`src/rtl/cto_pkg.sv`:
```
// Package: shared sizing for the cycle timeout monitor.
// Assumes the limit doubles for each step of the select code, starting at BASE.
package cto_pkg;
    localparam int unsigned CTO_BASE_CYCLES = 8;
    localparam int unsigned CTO_SEL_W       = 2;

    // Largest limit reachable for a given base and select width.
    function automatic int unsigned cto_max_limit(input int unsigned base, input int unsigned sel_w);
        return base << ((1 << sel_w) - 1);
    endfunction
endpackage

```
`src/rtl/cto_limit_dec.sv`:
```
// Module: turns the period select code into a cycle limit.
// Assumes code k selects BASE_CYCLES << k; purely combinational.
module cto_limit_dec #(
    parameter int unsigned BASE_CYCLES = 8,
    parameter int unsigned SEL_W       = 2,
    parameter int unsigned CNT_W       = 7
) (
    input  logic [SEL_W-1:0] sel_i,
    output logic [CNT_W-1:0] limit_o
);
    localparam int unsigned NUM_CODES = 1 << SEL_W;

    logic [CNT_W-1:0] limit_tab [NUM_CODES];

    // One table entry per select code, doubling at each step.
    for (genvar g = 0; g < NUM_CODES; g++) begin : g_tab
        assign limit_tab[g] = CNT_W'(BASE_CYCLES << g);
    end

    // Pick the entry for the current code.
    always_comb begin
        limit_o = limit_tab[sel_i];
    end
endmodule

```
`src/rtl/cto_scope_qual.sv`:
```
// Module: decides whether a starting cycle belongs to the watched class.
// Assumes cyc_ext_i is valid in the same cycle as the start strobe.
module cto_scope_qual (
    input  logic cyc_ext_i,
    input  logic scope_ext_i,
    input  logic dbg_mode_i,
    output logic watch_o
);
    // Internal cycles are always watched; external ones only when scope allows it; debug hides all.
    always_comb begin
        watch_o = !dbg_mode_i && (!cyc_ext_i || scope_ext_i);
    end
endmodule

```
`src/rtl/cto_wait_counter.sv`:
```
// Module: times one bus cycle and pulses on timeout.
// Assumes start has priority over acknowledge and abort; limit is latched at start.
module cto_wait_counter #(
    parameter int unsigned CNT_W = 7
) (
    input  logic             clk,
    input  logic             rst_n,
    input  logic             start_i,
    input  logic             watch_i,
    input  logic             ack_i,
    input  logic             abort_i,
    input  logic [CNT_W-1:0] limit_i,
    output logic             tmo_o
);
    logic             armed_q;
    logic [CNT_W-1:0] cnt_q;
    logic [CNT_W-1:0] limit_q;
    logic [CNT_W-1:0] cnt_inc;

    // Next wait count if this edge passes without an acknowledge.
    always_comb begin
        cnt_inc = cnt_q + CNT_W'(1);
    end

    // Window state: arm on start, count waits, disarm on ack, abort or timeout.
    always_ff @(posedge clk) begin
        if (!rst_n) begin
            armed_q <= 1'b0;
            cnt_q   <= '0;
            limit_q <= '0;
            tmo_o   <= 1'b0;
        end else begin
            tmo_o <= 1'b0;
            if (start_i) begin
                armed_q <= watch_i;
                cnt_q   <= '0;
                limit_q <= limit_i;
            end else if (armed_q) begin
                if (ack_i || abort_i) begin
                    armed_q <= 1'b0;
                    cnt_q   <= '0;
                end else if (cnt_inc == limit_q) begin
                    armed_q <= 1'b0;
                    cnt_q   <= '0;
                    tmo_o   <= 1'b1;
                end else begin
                    cnt_q <= cnt_inc;
                end
            end
        end
    end
endmodule

```
`src/rtl/cycle_timeout_monitor.sv`:
```
// Module: bus cycle timeout monitor top level.
// Assumes one outstanding bus cycle at a time; a split access arrives as two starts.
module cycle_timeout_monitor #(
    parameter int unsigned BASE_CYCLES = cto_pkg::CTO_BASE_CYCLES,
    parameter int unsigned SEL_W       = cto_pkg::CTO_SEL_W
) (
    input  logic             clk,
    input  logic             rst_n,
    input  logic             cyc_start_i,
    input  logic             term_ack_i,
    input  logic             cyc_ext_i,
    input  logic             dbg_mode_i,
    input  logic [SEL_W-1:0] period_sel_i,
    input  logic             scope_ext_i,
    output logic             bus_err_o,
    output logic             force_term_o
);
    localparam int unsigned MAX_LIMIT = cto_pkg::cto_max_limit(BASE_CYCLES, SEL_W);
    localparam int unsigned CNT_W     = $clog2(MAX_LIMIT + 1);

    logic [CNT_W-1:0] limit;
    logic             watch;
    logic             tmo;

    cto_limit_dec #(
        .BASE_CYCLES(BASE_CYCLES),
        .SEL_W      (SEL_W),
        .CNT_W      (CNT_W)
    ) u_limit (
        .sel_i  (period_sel_i),
        .limit_o(limit)
    );

    cto_scope_qual u_scope (
        .cyc_ext_i  (cyc_ext_i),
        .scope_ext_i(scope_ext_i),
        .dbg_mode_i (dbg_mode_i),
        .watch_o    (watch)
    );

    cto_wait_counter #(
        .CNT_W(CNT_W)
    ) u_count (
        .clk    (clk),
        .rst_n  (rst_n),
        .start_i(cyc_start_i),
        .watch_i(watch),
        .ack_i  (term_ack_i),
        .abort_i(dbg_mode_i),
        .limit_i(limit),
        .tmo_o  (tmo)
    );

    // Both outputs carry the same timeout pulse.
    always_comb begin
        bus_err_o    = tmo;
        force_term_o = tmo;
    end
endmodule

```
`config.mk`:
```
export PLATFORM = sky130hd
export DESIGN_NAME = cycle_timeout_monitor
export DESIGN_NICKNAME = d
export VERILOG_FILES = /design/src/rtl/cto_pkg.sv /design/src/rtl/cto_limit_dec.sv /design/src/rtl/cto_scope_qual.sv /design/src/rtl/cto_wait_counter.sv /design/src/rtl/cycle_timeout_monitor.sv
export SDC_FILE = /design/constraint.sdc
export NUM_CORES = 1
export LEC_CHECK = 0
export BUFFER_PORTS_ARGS = -buffer_cell sky130_fd_sc_hd__buf_2
export CORE_MARGIN = 4
export CORE_UTILIZATION = 48
export CTS_CLUSTER_SIZE = 28
export DETAILED_ROUTE_END_ITERATION = 8
export PLACE_DENSITY = 0.77
export RECOVER_POWER = 25
export SYNTH_ARGS = -nofsm -noshare
export SYNTH_HDL_FRONTEND = slang
export SYNTH_SLANG_ARGS = --single-unit
```
`constraint.sdc`:
```
create_clock -name clk -period 2 [get_ports clk]
set_clock_uncertainty 0.05 [all_clocks]
set_input_delay 0.3 -clock clk [delete_from_list [all_inputs] [get_ports clk]]
set_output_delay 0.3 -clock clk [all_outputs]
set_load 0.005 [all_outputs]
```
==> impl_results.md, run 1 <==
- Status: finished, final reports clean
- F_max: roughly 520 MHz
- Die Width: roughly 47 um
- Critical Path Fanout Max: 7
- Post-synth EDFFs: 0
- Starting Density: 53.29%
- Max clock buf depth: 2
- Nature of the critical path startpoint: register
- Total GRT Usage: 15.41%
- Port Buf Inserts: 10
- Core footprint: about 0.0014 mm2
- Normalized max-slew margin: 71.15%
- DRC: 0
- Reg clk slew, reported paths: ~80 ps
- Leak: around 0.35 nW
- FP Rows: 13
- Max VDD drop: approximately 0.00048 V
- Post-synthesis area per instance: between 9 and 10 um2
- Depth of the CTS H-tree: 1
- CP arrival: 2030 ps
- DRT antenna net count: 0
- FF+latch count, synth: 13
- Post-CTS setup repair buffer count: 0
- Crit Path Class: register to register
- Number of hold buffers added after CTS: 0
- Drt pass-1 iters: 4
- Pin count of the biggest net entering global routing: 10
- R2R setup slack: between 80 and 90 ps
- WP data required: between 2000 and 2500 ps
- Ys Warns: 0
- Post-CTS resize count: 0
- DR WL/cell: 12.94 um
- Worst Max-Slew Pin Slew: around 430 ps
- Setup TNS Final: 0 ps
- TritonCTS buffer count: 3
- Number of global-route vias before repair: around 570
- Die Span Y: between 40 and 50 um
- Final WL: approximately 1.4 mm
- Syn Nets: between 80 and 90
- Share of cells above drive strength 1: roughly a quarter
- Post-synthesis cell count: 79
- Worst-Skew Late Latency: between 200 and 300 ps
- Max-cap viol count: 0
- Final #Nets: between 100 and 150
- Final Hold Vio Count: 0
- CTS tree: done
- Max-slew violations: 0
- GRT Residual Overflow: 0
- Final worst path period share: between 90% and 100%
- Hold WC Path Type: input pin to register
- Vias: between 600 and 700
- Routability-driven placement congestion ratio: between 0.8 and 0.9
- N_diodes: 0
- Clock root buffer: clkbuf_4
- Antenna violations before repair: 0
- CP endpoint kind: register
- Area growth syn-to-layout: 14.61%
- Top Ports: 11
- Final HPWL DP: 1.035 mm
- Post-synth top flop: dfxtp_1
- CTS sink cnt: 13
- PnR Total Power: roughly 0.46 mW
- First-pass GRT wire length: 2.339 mm
- DRT iter0 DRCs: 21
- Final setup viols: 0
- Post-route minimum period: ~1900 ps
- Die ar.: between 0.002 and 0.0025 mm2
- Pwr dens: approximately 560 mW/mm2
- Sequential share of the synthesized area: a little over a third
- Distinct cells, synth: 35
- RSZ-0062 raised after global routing: no
- Asr flop ratio synth: 0%
- Via density: around 6
- Post-synthesis instance area: a little over 700 um2
## area by class of cell
class                   count  area (um2)
clock buffers               4       26.28
fillers                   126       525.5
inverters                   2       7.507
multi-input cells          60       431.7
flip-flops and latches     13       260.3
well taps                  15       18.77
repair buffers             14       80.08
## routing by layer
metal  share of wire (%)  track usage (%)
met5                   0                0
met2                  52            26.10
met1                  43            17.87
met4                   0            4.972
met3                 5.2            5.859
## worst max-delay path, stage by stage, from the launching register on
cell	delay (ps)
dfxtp_1	370
a31o_1	250
a211o_1	320
a211oi_4	300
a21boi_2	160
a221o_1	350
## metrics by stage
step | cells | utilization [%] | hold WS, ps | area, um2 | worst slack, ps
after floorplan | 79 | - | 371.7 | 719.4 | 181.9
after global placement | 102 | 58.02 | 431.7 | 783.3 | 108.3
after detailed placement | 102 | 58.02 | 436.9 | 783.3 | 47.39
after CTS | 106 | 59.96 | 244.6 | 809.5 | 13.54
after global routing | 108 | 61.08 | 285.0 | 824.5 | 16.93
final | 108 | 61.08 | 246.1 | 824.5 | 83.85
## logic make-up (layout without fill, tap and decap cells)
group / after synthesis / in the layout / synth area share (%)
buffers and inverters: 6 / 20 / 3.827
and+or+nand+nor: 33 / 33 / 24.70
AOI/OAI and AO/OA: 18 / 18 / 22.26
adders and majority gates: 1 / 1 / 1.739
DFF: 13 / 13 / 36.17
muxes: 2 / 2 / 2.956
xor gates and xnor gates: 6 / 6 / 8.350
## cells in the mapped netlist, types with 2 or more instances
cell | instances | area [um2]
nand2_1 | 5 | 18.77
a221o_1 | 3 | 30.03
nor2b_1 | 2 | 12.51
a21boi_0 | 2 | 15.01
xnor2_1 | 3 | 26.28
nand2b_1 | 4 | 25.02
nand4_1 | 2 | 12.51
xor2_1 | 2 | 17.52
nor2_1 | 7 | 26.28
dfxtp_1 | 13 | 260.3
or2_2 | 2 | 12.51
clkbuf_1 | 2 | 7.510
a21oi_1 | 3 | 15.01
inv_1 | 2 | 7.510
nand3_1 | 7 | 35.03
## flip-flops by register name (all words and copies together), names as in the netlist
name / cells
u_count.tmo_o: 1
u_count.limit_q: 4
u_count.cnt_q: 7
u_count.armed_q: 1
## where the power goes
| group | switching, mW | internal [mW] |
|---|---|---|
| registers | 0.00344 | 0.263 |
| logic | 0.0199 | 0.0181 |
| clock network | 0.0805 | 0.0773 |
## placed cells by master, fill, tap and decap left out, types with 3 or more instances in the layout
cell | synthesis | routed
nand2b_1 | 4 | 4
a221o_1 | 3 | 3
nand2_1 | 5 | 5
clkbuf_4 | 0 | 3
dfxtp_1 | 13 | 13
a21oi_1 | 3 | 3
nor2_1 | 7 | 7
nand3_1 | 7 | 7
buf_2 | 0 | 10
buf_4 | 1 | 4
xnor2_1 | 3 | 3
## final timing paths
| check | from | end | cells past startpoint |
|---|---|---|---|
| worst min register to register | u_count.limit_q[6]$_SDFFE_PN0P_ | u_count.limit_q[6]$_SDFFE_PN0P_ | 2 |
| worst min-delay path | rst_n | u_count.limit_q[5]$_SDFFE_PN0P_ | 2 |
| worst max register to register | u_count.cnt_q[2]$_SDFFE_PP0P_ | u_count.cnt_q[4]$_SDFFE_PP0P_ | 5 |
| worst max-delay path | u_count.cnt_q[2]$_SDFFE_PP0P_ | u_count.cnt_q[4]$_SDFFE_PP0P_ | 5 |
(Power assumes the default switching activity.)
==> run 2, diff against run 1 <==
Settings changed: CORE_ASPECT_RATIO from default to 0.7, CORE_UTILIZATION 48 to 51, PLACE_DENSITY 0.77 to 0.79, SETUP_SLACK_MARGIN from default to 0.4, SYNTH_HIERARCHICAL from default to 1.
==> impl_results.md, run 2 <==
- Setup WS pre-CTS: approximately 200 ps
- CTS sink cnt: 16
- Crit-path max cell delay: roughly 360 ps
- Critical Path Fanout Max: 6
- CP endpoint kind: register
- Post-route minimum period: between 1500 and 2000 ps
- Nature of the critical path startpoint: register
- Depth of the CTS H-tree: 1
- Setup TNS Final: 0 ps
- Max VDD drop: approximately 0.00056 V
- CP max-delay cell: dfxtp_4
- Pwr dens: between 400 and 500 mW/mm2
- Starting Density: roughly 58%
- DRC: 0
- Top-area cell type share of the netlist area: about a third
- Synth area leaders: dfxtp_1, mux2i_1, nor2b_1
- Max clock buf depth: 2
- Vias: 913
- PnR Total Power: 0.6356 mW
- CTS tree: done
- N_diodes: 0
- Most common cell in the netlist: dfxtp_1
- Final HPWL DP: 1.494 mm
- Area growth syn-to-layout: 31.00%
- Status: finished, final reports clean
- Top Ports: 11
- FP Rows: 12
- CP Cell Sequence: ha_4, xor2_4, xnor2_2, buf_4, nand4_4, o211ai_1, a31oi_1
- Port Buf Inserts: 10
- Yosys top cell by area: dfxtp_1
- Final worst path period share: between 80% and 90%
- Post-synthesis instance area: 984.7 um2
- Sequential share of the synthesized area: 32.53%
- FF+latch count, synth: 16
- Met3 wire len: roughly 190 um
- Met1 wire length: ~1.1 mm
- Final #Nets: ~140
- CP top delay family: compound AO/OA/AOI/OAI gates
- Via density: roughly 6.3
- Post-synthesis cell count: about 110
- Final WL: 2.635 mm
- Most frequent cells in the layout: dfxtp_1, buf_2, nor2b_1
- Hold WC Path Type: input pin to register
- Hold WS: 236.9 ps
- Worst Max-Slew Pin Slew: 645.1 ps
- DR WL/cell: ~18 um
- WP data required: around 2100 ps
- CP arrival: around 1900 ps
- Post-synth EDFFs: 0
- Final setup viols: 0
- Core footprint: approximately 0.0017 mm2
- Commonest non-fill, non-tap cell in the layout: dfxtp_1
- Synth top cells by count: dfxtp_1, nor2b_1, mux2i_1, nand2b_1, nor2_1
- Antenna violations before repair: 0
- Asr flop ratio synth: 0%
- Drt pass-1 iters: 4
- Die ar.: 0.002709 mm2
- Post-synthesis area per instance: 9.118 um2
- RSZ-0062 raised after global routing: yes
- DRT iter0 DRCs: between 40 and 50
- Worst-Skew Late Latency: between 200 and 300 ps
- CP bufs+invs: 1
- Met2 wire length: approximately 1.3 mm
- Die Width: a little over 60 um
- Post-synth top flop: dfxtp_1
- Number of hold buffers added after CTS: 0
- Distinct cells, synth: 39
- GRT Residual Overflow: 0
- Max-slew violations: 0
- F_max: about 560 MHz
- Ys Warns: 6
- Fill cells: 102
- Crit Path Class: register to register
- Final worst slack: 205.1 ps
- Top Registers: u_count/cnt_q x7, u_count/limit_q x7
- First-pass GRT wire length: between 3 and 4 mm
- Clock root buffer: clkbuf_4
- Leak: approximately 0.48 nW
- Max-cap viol count: 0
- Final Hold Vio Count: 0
- Die Span Y: between 40 and 50 um
- Highest Signal Layer: met4
- Reg clk slew, reported paths: ~90 ps
- Share of cells above drive strength 1: a little under two fifths
- Number of global-route vias before repair: ~740
- Pin count of the biggest net entering global routing: 11
- DRT antenna net count: 0
- Final core utilization: 76.03%
- Routability-driven placement congestion ratio: ~0.93
- Total GRT Usage: 17.49%
- TritonCTS buffer count: 3
- Normalized max-slew margin: between 50% and 60%
==> run 2: cell count changes after synthesis, sizes merged, moves of 3 or more <==
cell / previous run / this run
nor2b: 2 / 8
nand2b: 4 / 7
o211ai: 0 / 3
o21ai: 0 / 3
nand3: 7 / 4
o221ai: 0 / 3
and2: 1 / 4
a21oi: 3 / 6
buf: 1 / 6
dfxtp: 13 / 16
mux2i: 1 / 7
a221o: 3 / 0
==> run 2: kinds of logic after synthesis <==
logic type	share of synthesized area [%]
AND/OR/NAND/NOR	27.19
XOR/XNOR	10.29
adder cells (fa/ha/maj)	1.270
flip-flops	32.53
multiplexers	7.116
buffers and inverters	5.209
AO/OA/AOI/OAI	16.01
other	0.3808
==> run 2: worst reg2reg max path: stages (launching register included) <==
cell and delay, ps:
dfxtp_4 360, ha_4 210, xor2_4 170, xnor2_2 200
buf_4 160, nand4_4 140, o211ai_1 260, a31oi_1 130
==> run 2: report_power, final <==
| part | internal [mW] | switching (mW) |
|---|---|---|
| Clock | 0.111 | 0.0988 |
| Combinational | 0.0456 | 0.0508 |
| Sequential | 0.321 | 0.00880 |
| Total | 0.477 | 0.158 |
==> run 2: through the flow <==
step / instance area (um2) / std cells
finish: 1290 / 145
CTS: 1134 / 141
detailed placement: 1036 / 134
global placement: 1036 / 134
floorplan: 1007 / 110
global route: 1290 / 145
==> run 2: repair_timing <==
action / CTS / global route
setup buffers: 2 / 3
endpoints found under the setup margin: 9 / 9
gates cloned: 1 / 1
gates resized for setup: 11 / 21
pin swaps: 14 / 14
==> run 2: worst paths after layout <==
path | start | end | slack [ps] | cells past startpoint
max | u_count/cnt_q[1]$_SDFFE_PP0P_ | u_count/cnt_q[4]$_SDFFE_PP0P_ | 210 | 7
max reg2reg | u_count/cnt_q[1]$_SDFFE_PP0P_ | u_count/cnt_q[4]$_SDFFE_PP0P_ | 210 | 7
min reg2reg | u_count/cnt_q[5]$_SDFFE_PP0P_ | u_count/cnt_q[5]$_SDFFE_PP0P_ | 510 | 2
min | dbg_mode_i | u_count/armed_q$_SDFF_PN0_ | 240 | 4
==> run 2: cell type report <==
class                           count  area (um2)  share of cell area (%)
Multi-Input combinational cell     88       799.5                   61.98
Tap cell                           21       26.28                   2.037
Clock buffer                        4       36.28                   2.813
Timing Repair Buffer               15       86.33                   6.693
Inverter                            1       3.754                  0.2910
Sequential cell                    16       337.8                   26.19
==> run 2: routing by layer <==
metal	GRT usage, %	vias to the layer above
met5	0	-
met4	1.732	0
met3	5.429	6
met2	28.23	40
met1	23.96	449
li1	-	418
